<file path="src/rtl/ppi_pkg.sv">
package ppi_pkg;
    localparam int PPI_COUNT      = 16;
    localparam int PPI_FIRST_ID   = 16;
    localparam int CFG_FIELD_W    = 2;
    localparam int CFG_WORD_W     = 32;
    localparam int EDGE_FIELD_BIT = 1;
    localparam int ID_W           = $clog2(PPI_FIRST_ID + PPI_COUNT);
    localparam int CFG_WORDS      = (PPI_FIRST_ID + PPI_COUNT) * CFG_FIELD_W / CFG_WORD_W;
    localparam int CFG_IDX_W      = (CFG_WORDS > 1) ? $clog2(CFG_WORDS) : 1;
    localparam int PPI_IDX_W      = $clog2(PPI_COUNT);

    typedef logic [PPI_COUNT-1:0] ppi_vec_t;

    typedef struct packed {
        ppi_vec_t pend;
        ppi_vec_t act;
    } ppi_state_t;
endpackage

</file>
<file path="src/rtl/ppi_cfg_bank.sv">
module ppi_cfg_bank
    import ppi_pkg::*;
(
    input  logic                  clk,
    input  logic                  rst_n,
    input  logic                  wr_en,
    input  logic [CFG_IDX_W-1:0]  wr_idx,
    input  logic [CFG_WORD_W-1:0] wr_data,
    input  logic [CFG_IDX_W-1:0]  rd_idx,
    output logic [CFG_WORD_W-1:0] rd_data,
    output ppi_vec_t              edge_cfg
);
    localparam int FLAT_W = CFG_WORDS * CFG_WORD_W;

    // Word 0 covers the fixed software-generated IDs: never written, stays zero.
    logic [FLAT_W-1:0] cfg_d, cfg_q;

    always_comb begin
        cfg_d = cfg_q;
        for (int w = 1; w < CFG_WORDS; w++) begin
            if (wr_en && (wr_idx == CFG_IDX_W'(w))) begin
                cfg_d[w*CFG_WORD_W +: CFG_WORD_W] = wr_data;
            end
        end
    end

    always_ff @(posedge clk) begin
        if (!rst_n) begin
            cfg_q <= '0;
        end else begin
            cfg_q <= cfg_d;
        end
    end

    assign rd_data = cfg_q[rd_idx*CFG_WORD_W +: CFG_WORD_W];

    for (genvar i = 0; i < PPI_COUNT; i++) begin : g_edge
        assign edge_cfg[i] = cfg_q[(PPI_FIRST_ID + i)*CFG_FIELD_W + EDGE_FIELD_BIT];
    end
endmodule

</file>
<file path="src/rtl/ppi_line_sampler.sv">
module ppi_line_sampler
    import ppi_pkg::*;
(
    input  logic     clk,
    input  logic     rst_n,
    input  ppi_vec_t lines,
    output ppi_vec_t rise
);
    ppi_vec_t line_d, line_q;

    always_comb begin
        line_d = lines;
    end

    always_ff @(posedge clk) begin
        if (!rst_n) begin
            line_q <= '0;
        end else begin
            line_q <= line_d;
        end
    end

    assign rise = lines & ~line_q;
endmodule

</file>
<file path="src/rtl/ppi_state_update.sv">
module ppi_state_update
    import ppi_pkg::*;
(
    input  logic            clk,
    input  logic            rst_n,
    input  ppi_vec_t        edge_cfg,
    input  ppi_vec_t        lines,
    input  ppi_vec_t        rise,
    input  logic            clr_en,
    input  ppi_vec_t        clr_mask,
    input  logic            ack_valid,
    input  logic [ID_W-1:0] ack_id,
    input  logic            eoi_valid,
    input  logic [ID_W-1:0] eoi_id,
    output ppi_state_t      state
);
    ppi_vec_t   ack_sel, eoi_sel;
    ppi_state_t st_d, st_q;

    for (genvar i = 0; i < PPI_COUNT; i++) begin : g_dec
        assign ack_sel[i] = ack_valid && (ack_id == ID_W'(PPI_FIRST_ID + i));
        assign eoi_sel[i] = eoi_valid && (eoi_id == ID_W'(PPI_FIRST_ID + i));
    end

    ppi_vec_t set_v, clr_v;

    always_comb begin
        set_v = (edge_cfg & rise) | (~edge_cfg & lines);
        clr_v = (clr_en ? clr_mask : '0)
              | (ack_sel & edge_cfg)
              | (~edge_cfg & ~lines);
        st_d.pend = set_v | (st_q.pend & ~clr_v);
        st_d.act  = ack_sel | (st_q.act & ~eoi_sel);
    end

    always_ff @(posedge clk) begin
        if (!rst_n) begin
            st_q <= '0;
        end else begin
            st_q <= st_d;
        end
    end

    assign state = st_q;
endmodule

</file>
<file path="src/rtl/ppi_pend_ctrl.sv">
module ppi_pend_ctrl
    import ppi_pkg::*;
(
    input  logic                  clk,
    input  logic                  rst_n,
    input  logic                  cfg_wr_en,
    input  logic [CFG_IDX_W-1:0]  cfg_wr_idx,
    input  logic [CFG_WORD_W-1:0] cfg_wr_data,
    input  logic [CFG_IDX_W-1:0]  cfg_rd_idx,
    output logic [CFG_WORD_W-1:0] cfg_rd_data,
    input  logic                  clr_pend_en,
    input  logic [PPI_COUNT-1:0]  clr_pend_mask,
    input  logic [PPI_COUNT-1:0]  irq_lines,
    input  logic                  ack_valid,
    input  logic [ID_W-1:0]       ack_id,
    input  logic                  eoi_valid,
    input  logic [ID_W-1:0]       eoi_id,
    output logic [PPI_COUNT-1:0]  pend_vec,
    output logic [PPI_COUNT-1:0]  act_vec
);
    ppi_vec_t   edge_cfg;
    ppi_vec_t   line_rise;
    ppi_state_t cur_state;

    ppi_cfg_bank u_cfg (
        .clk      (clk),
        .rst_n    (rst_n),
        .wr_en    (cfg_wr_en),
        .wr_idx   (cfg_wr_idx),
        .wr_data  (cfg_wr_data),
        .rd_idx   (cfg_rd_idx),
        .rd_data  (cfg_rd_data),
        .edge_cfg (edge_cfg)
    );

    ppi_line_sampler u_lines (
        .clk   (clk),
        .rst_n (rst_n),
        .lines (irq_lines),
        .rise  (line_rise)
    );

    ppi_state_update u_state (
        .clk       (clk),
        .rst_n     (rst_n),
        .edge_cfg  (edge_cfg),
        .lines     (irq_lines),
        .rise      (line_rise),
        .clr_en    (clr_pend_en),
        .clr_mask  (clr_pend_mask),
        .ack_valid (ack_valid),
        .ack_id    (ack_id),
        .eoi_valid (eoi_valid),
        .eoi_id    (eoi_id),
        .state     (cur_state)
    );

    assign pend_vec = cur_state.pend;
    assign act_vec  = cur_state.act;
endmodule

</file>
<file path="config.mk">
export PLATFORM = sky130hd
export DESIGN_NAME = ppi_pend_ctrl
export DESIGN_NICKNAME = d
export VERILOG_FILES = /design/src/rtl/ppi_pkg.sv /design/src/rtl/ppi_cfg_bank.sv /design/src/rtl/ppi_line_sampler.sv /design/src/rtl/ppi_state_update.sv /design/src/rtl/ppi_pend_ctrl.sv
export SDC_FILE = /design/constraint.sdc
export NUM_CORES = 1
export LEC_CHECK = 0
export CORE_ASPECT_RATIO = 1.25
export CORE_MARGIN = 2
export CORE_UTILIZATION = 45
export CTS_CLUSTER_SIZE = 20
export DETAILED_ROUTE_END_ITERATION = 10
export GPL_TIMING_DRIVEN = 0
export PLACE_DENSITY_LB_ADDON = 0.2
export RECOVER_POWER = 25
export SYNTH_ARGS = -nofsm -noshare
export SYNTH_HDL_FRONTEND = slang
export SYNTH_SLANG_ARGS = --single-unit
</file>
<file path="constraint.sdc">
create_clock -name clk -period 1.8 [get_ports clk]
set_input_delay 0.36 -clock clk [delete_from_list [all_inputs] [get_ports clk]]
set_output_delay 0.36 -clock clk [all_outputs]
set_load 0.05 [all_outputs]
</file>
# Word level (Yosys, flattened, before mapping)
# Index checks and enable logic that the tools add are counted.
# word_totals
wordCells	88
ff_bits	80
inputBits	82
out_inout_bits	64
# classes
shifts	1
eq_ne	32
n_reduce_logical	33
n_bitwise	17
mux	1
# op_table
operator	n
$eq A5 B5 Y1 const B	32
$and A16 B16 Y16	7
$not A16 Y16	5
$or A16 B16 Y16	5
$shiftx A64 B7 Y32	1
$logic_and A1 B1 Y1	33
$mux W16	1

# Logic depth before layout (Yosys ltp)
# Gate-level depths: netlist (run 1).
# logic_depth
ltp_word	8
mapped_depth	5
ltp_nobuf	3

# Cells and area by module
# Synthesis (run 1) repeated with hierarchy kept, for this count alone.
# unflattened
hier_cells	423
area_unflattened_um2	3764.9
# by_module_without_submodules
mod	n_inst	cells_per_inst	seq_area_each_um2	area_per_inst_um2
ppi_cfg_bank	1	198	640.6	1715.4
ppi_state_update	1	176	640.6	1517.7
ppi_line_sampler	1	49	320.3	531.8

# Least setup slack after synthesis (run 1)
# No wires, ideal clock.
# synth_path
kind	input to output
start	input cfg_rd_idx
end	output cfg_rd_data[0]
n_path_buf	1
path_stages	2
arrival_time_ns	0.991
path_slack_ns	0.449
path_cell_list	clkbuf_1 and2_1
# synth_via
elab_chain_len	1
# synth_lines
item	line_no	source
from (decl)	ppi_pend_ctrl.sv:9	input logic [CFG_IDX_W-1:0] cfg_rd_idx,
$shiftx A64 B7 Y32	ppi_cfg_bank.sv:35	assign rd_data = cfg_q[rd_idx*CFG_WORD_W +: CFG_WORD_W];
to (decl)	ppi_pend_ctrl.sv:10	output logic [CFG_WORD_W-1:0] cfg_rd_data,
# Every way passes these cells.

# Final worst setup path (run 1)
# layout_path
start	register u_cfg.cfg_q[61]
end	output cfg_rd_data[29]
# layout_via
elab_chain_len	1
# layout_lines
item	line_no	source
from (decl)	ppi_cfg_bank.sv:16	logic [FLAT_W-1:0] cfg_d, cfg_q;
from (signal assigned)	ppi_cfg_bank.sv:31	cfg_q <= cfg_d;
$shiftx A64 B7 Y32	ppi_cfg_bank.sv:35	
# Every way passes these cells.

==> flow_summary.ini, run 1 <==
[clock_tree]
tritoncts_clock_tree = built
register_clock_pin_slew_on_the_reported_worst_setup_and_hold_paths_ns = 0.08
clock_tree.root_cell = clkbuf_8
clockBufferDepth = 2
cts.sinks = 80
clk_latency_ns = 0.34
postCtsSetupBuffers = 0
htreeDepth = 3
post_cts_resize_count = 223
cts.hold.buffers_added = 0
cts_inserted_buffers = 9

[drt]
wirelength_um = 9790
wl_met2_um = 4980
drtIter0Drc = 120
met3_wirelength_um = 662
wl_per_cell_um = 15.4
detail_route.vias_per_cell = 5.09
drt_pass1_iterations = 4
antenna_left = 0
top_sig_layer = met4
drc = 0
route.vias.total = 3229
wl_met1_um = 3950

[worst_setup_path]
cp_slowest_stage_delay_ns = 0.43
crit_path_start_kind = flop
worstPathMaxFanout = 4
arrival_ns = 1.29
reg2reg_slack_ns = 0.95
worst_setup_path_end_kind = output port
worstSetupPathDepth = 2
criticalPathCategory = flop to output port
crit_start = u_cfg.cfg_q[61]$_SDFFE_PN0P_
cp.buffers_inverters = 1
critical_path.cell_chain = and2_1 -> clkdlybuf4s15_2
worst-r2r-cell-count = 3
reg2reg_from = u_cfg.cfg_q[55]$_SDFFE_PN0P_
data_required_time_at_the_worst_endpoint_ns = 1.44
rr_endpoint = u_state.state[27]$_SDFF_PN0_
worst_path_dominant_cell_family = flip-flops
endpoint_of_the_worst_setup_timing_path = cfg_rd_data[29]
critical-path-slowest-cell = dfxtp_1

[yosys]
yosysUniqueCellTypes = 25
part_of_the_yosys_area_used_for_sequential_elements_pct = 49.2
postSynthNetCount = 466
yosys_warnings = 0
syn_area_mm2 = 0.00325
cells_after_synth = 384
average_cell_area_after_synthesis_um2 = 8.47
yosys_register_bits = 80

[global_route]
grt_util_all_layers_pct = 25.1
grt_pass1_vias = 3228
grt_antenna_before_repair = 0
grt-ovfl-total = 0
largest_net_degree_at_the_start_of_global_routing = 14
wire_length_of_the_first_global_routing_pass_um = 15200

[power]
leakage_nw = 2.07
ir_worst_vdd_mv = 0.552
finalPower_mw = 4.26
total_power_divided_by_cell_area_mw_per_mm2 = 856

[sta]
max-slew-margin-rel_pct = 64.4
final-setup-viol-count = 0
part_of_the_cycle_the_worst_path_needs_pct = 91.7
slew_viol_final = 0
max_freq_mhz = 606
min_period_ns = 1.65
rsz0062_at_grt = false
final_hold_viol_count = 0
tns_ns = 0
tightest_slew_ns = 0.536
hold-worst-slack_ns = 0.460
final_clock_skew_ns = 0.00596

[die]
std_cell_rows = 34
die_y_um = 99.1
pin_count = 146
floorplan.die_area_mm2 = 0.00793
design.core.area_mm2 = 0.00698
start_util_pct = 46.6
die_width_um = 80.1

[run]
max-cap-violations = 0

[finish]
final_layout_size_suffix_gt1_share_pct = 11.0
nets = 621
layout_commonest_cell = nand2_1
post-route-cell-area_mm2 = 0.00498
num_antenna_cells = 0
final_cell_mix = 107 x nand2_1, 80 x dfxtp_1, 77 x clkdlybuf4s50_1
areaGrowthSynthToFinish_pct = 53.2

[place]
dp_hpwl_um = 7440
place.port_buffers = 144
place_congestion = 0.909
placement.cell_area_mm2 = 0.00481

[run_status]
status = finished clean

[hold_path]
timing.hold.worst.start = u_cfg.cfg_q[54]$_SDFFE_PN0P_
hold_path.class = flop to flop
cells in the mapped netlist:
cell type,number,share of area [%]
o21a_1,20,4.6
clkbuf_1,7,0.81
o21ai_1,2,0.31
buf_2,10,1.5
a21oi_1,4,0.62
o21ai_0,14,2.2
nand2b_1,4,0.77
nand4b_1,4,1.1
or2_0,2,0.38
or2_1,1,0.19
o31a_1,4,1.1
and2_1,49,9.4
dfxtp_1,80,49
nand4_1,14,2.7
a21boi_0,30,6.9
nor3_1,3,0.46
a22o_1,4,1.1
nand3_1,4,0.62
nor2_1,9,1.0
nand4bb_1,2,0.69
nand2_1,107,12
a21boi_1,6,1.4
clkbuf_2,1,0.15
or3_1,1,0.19
buf_1,2,0.23
per-layer routing:
metal | global-route usage [%] | up-vias
li1 | - | 1604
met1 | 27.8 | 1497
met2 | 45.0 | 112
met3 | 5.22 | 16
met4 | 11.9 | 0
met5 | 0 | -
worst min-delay path, delay by kind of cell, from the launching register on:
family          cells  cell delay [ns]
compound gates      1             0.05
flops               1             0.31
simple gates        1             0.05
state kept, by name, indices dropped and copies added (netlist names):
signal          count
u_state.state      32
u_lines.line_q     16
u_cfg.cfg_q        32
layout make-up:
type | count | area [um^2]
fillers | 587 | 1990
flip-flops and latches | 80 | 1600
multi-input cells | 284 | 1560
repair buffers | 144 | 1330
clock buffers | 11 | 141
clock inverters | 5 | 128
well taps | 90 | 113
plain buffers | 20 | 106
per-stage QoR:
step	worst slack [ns]	cells	utilization (%)
floorplan	0.449	384	-
global placement	-0.833	618	68.9
detailed placement	-0.839	618	68.9
CTS	-0.0197	634	71.3
global route	0.0885	634	71.4
finish	0.150	634	71.4
cell families after synthesis:
family / count (synthesis) / synth area share (%)
AO/OA/AOI/OAI: 84 / 18.2
buffers and inverters: 20 / 2.73
AND/OR/NAND/NOR: 200 / 29.9
flip-flops: 80 / 49.2
power breakdown:
| group | switching [mW] | leakage (nW) | internal (mW) |
|---|---|---|---|
| logic | 0.355 | 1.28 | 0.286 |
| registers | 0.0430 | 0.658 | 1.85 |
| clock network | 0.633 | 0.130 | 1.10 |
| total | 1.03 | 2.07 | 3.23 |
worst min path at each step:
stage               slack, ns  depth (start not counted)                            to
floorplan                0.43                          2  u_cfg.cfg_q[52]$_SDFFE_PN0P_
global placement         0.44                          2  u_cfg.cfg_q[54]$_SDFFE_PN0P_
detailed placement       0.45                          2  u_cfg.cfg_q[58]$_SDFFE_PN0P_
CTS                      0.46                          4  u_state.state[17]$_SDFF_PN0_
global route             0.47                          4  u_state.state[17]$_SDFF_PN0_
finish                   0.46                          2  u_cfg.cfg_q[54]$_SDFFE_PN0P_
(Power assumes the default switching activity.)
==> inputs of run 2 (changes only) <==
CAP_MARGIN = 0   (was not set)
CORE_MARGIN = 3   (was 2)
==> flow_summary.ini, run 2 (synthesis results as in run 1) <==
[run_status]
status = finished clean

[finish]
final_layout_size_suffix_gt1_share_pct = 10.5
layout_commonest_cell = nand2_1
post-route-cell-area_mm2 = 0.00486
areaGrowthSynthToFinish_pct = 49.3
num_antenna_cells = 0
nets = 621
final_cell_mix = 107 x nand2_1, 80 x dfxtp_1, 77 x clkdlybuf4s50_1

[place]
place_congestion = 0.943
dp_hpwl_um = 7700
place.port_buffers = 144
placement.cell_area_mm2 = 0.00481
place_ws_ns = -0.926

[worst_setup_path]
critical_path.cell_chain = dlygate4sd3_1 -> buf_2 -> clkbuf_1 -> a21boi_0
reg2reg_slack_ns = 0.98
crit_path_start_kind = primary input
worst_path_dominant_cell_family = buffers and inverters
worstPathMaxFanout = 10
worstSetupPathDepth = 4
cp_slowest_stage_delay_ns = 0.68
criticalPathCategory = primary input to flop
critical-path-slowest-cell = dlygate4sd3_1
worst-r2r-cell-count = 3
arrival_ns = 1.93
worst_setup_path_end_kind = flop
data_required_time_at_the_worst_endpoint_ns = 2.05
cp.buffers_inverters = 3

[sta]
final_hold_viol_count = 0
final-setup-viol-count = 0
tightest_slew_ns = 0.541
slew_viol_final = 0
pnr_worst_setup_slack_ns = 0.120
rsz0062_at_grt = false
min_period_ns = 1.68
final_clock_skew_ns = 0.00866
max_freq_mhz = 595
max-slew-margin-rel_pct = 63.9
part_of_the_cycle_the_worst_path_needs_pct = 93.3

[hold_path]
hold_path.class = flop to flop
hold_path_depth = 2

[power]
finalPower_mw = 3.97
leakage_nw = 2.04
total_power_divided_by_cell_area_mw_per_mm2 = 817
ir_worst_vdd_mv = 0.438

[global_route]
largest_net_degree_at_the_start_of_global_routing = 13
wire_length_of_the_first_global_routing_pass_um = 15400
grt_util_all_layers_pct = 24.6
grt_pass1_vias = 3113
grt-ovfl-total = 0
grt_antenna_before_repair = 0

[clock_tree]
register_clock_pin_slew_on_the_reported_worst_setup_and_hold_paths_ns = 0.08
postCtsSetupBuffers = 0
tritoncts_clock_tree = built
cts_inserted_buffers = 9
htreeDepth = 3
clk_latency_ns = 0.34
cts.sinks = 80
cts.hold.buffers_added = 0
clock_tree.root_cell = clkbuf_8
clockBufferDepth = 2

[die]
die_y_um = 101
std_cell_rows = 34
pin_count = 146
design.core.area_mm2 = 0.00698
floorplan.die_area_mm2 = 0.00829
start_util_pct = 46.6
die_width_um = 82.1

[drt]
drt_pass1_iterations = 4
wirelength_um = 9860
drtIter0Drc = 165
route.vias.total = 3191
antenna_left = 0
drc = 0
wl_per_cell_um = 15.6
detail_route.vias_per_cell = 5.04

[run]
max-cap-violations = 0
[run 2: worst min-delay path, delay by kind of cell, from the launching register on]
| kind | cells | cell delay, ns |
|---|---|---|
| AO/OA/AOI/OAI | 1 | 0.05 |
| AND/OR/NAND/NOR | 1 | 0.05 |
| flip-flops | 1 | 0.31 |
[run 2: layout make-up]
type | count | area [um^2]
Clock inverter | 3 | 65.1
Fill cell | 588 | 2120
Buffer | 20 | 100
Sequential cell | 80 | 1600
Clock buffer | 12 | 155
Timing Repair Buffer | 144 | 1260
Tap cell | 90 | 113
Multi-Input combinational cell | 284 | 1560
[run 2: final timing paths]
check / end / from
worst min register to register: u_cfg.cfg_q[52]$_SDFFE_PN0P_ / u_cfg.cfg_q[52]$_SDFFE_PN0P_
worst min-delay path: u_cfg.cfg_q[52]$_SDFFE_PN0P_ / u_cfg.cfg_q[52]$_SDFFE_PN0P_
worst max register to register: u_state.state[27]$_SDFF_PN0_ / u_cfg.cfg_q[55]$_SDFFE_PN0P_
worst max-delay path: u_cfg.cfg_q[39]$_SDFFE_PN0P_ / rst_n
[run 2: power by group]
group          internal [mW]  leakage [nW]  total (mW)  switching [mW]
sequential              1.85         0.658        1.89          0.0436
clock                  0.848         0.112        1.45           0.600
combinational          0.274          1.27       0.630           0.356
[run 2: metrics by stage]
stage | utilization, % | setup TNS, ns | hold WS [ns] | cells
6_report | 69.6 | 0 | 0.455 | 633
5_1_grt | 69.6 | 0 | 0.488 | 633
3_3_place_gp | 68.9 | -26.42 | 0.435 | 618
4_1_cts | 69.7 | 0 | 0.448 | 633
2_1_floorplan | - | 0 | 0.430 | 384
3_5_place_dp | 68.9 | -27.85 | 0.443 | 618
[run 2: repair_timing]
action	in CTS	in global routing
hold endpoints to repair	0	0
resized for setup	198	0
setup endpoints to repair	64	0
[run 2: metal layers]
layer / up-vias / routed length (um) / track usage (%)
met4: 0 / 218 / 9.34
met3: 18 / 655 / 4.38
met1: 1460 / 4060 / 29.7
met5: - / 0 / 0
li1: 1597 / - / -
met2: 116 / 4920 / 42.9
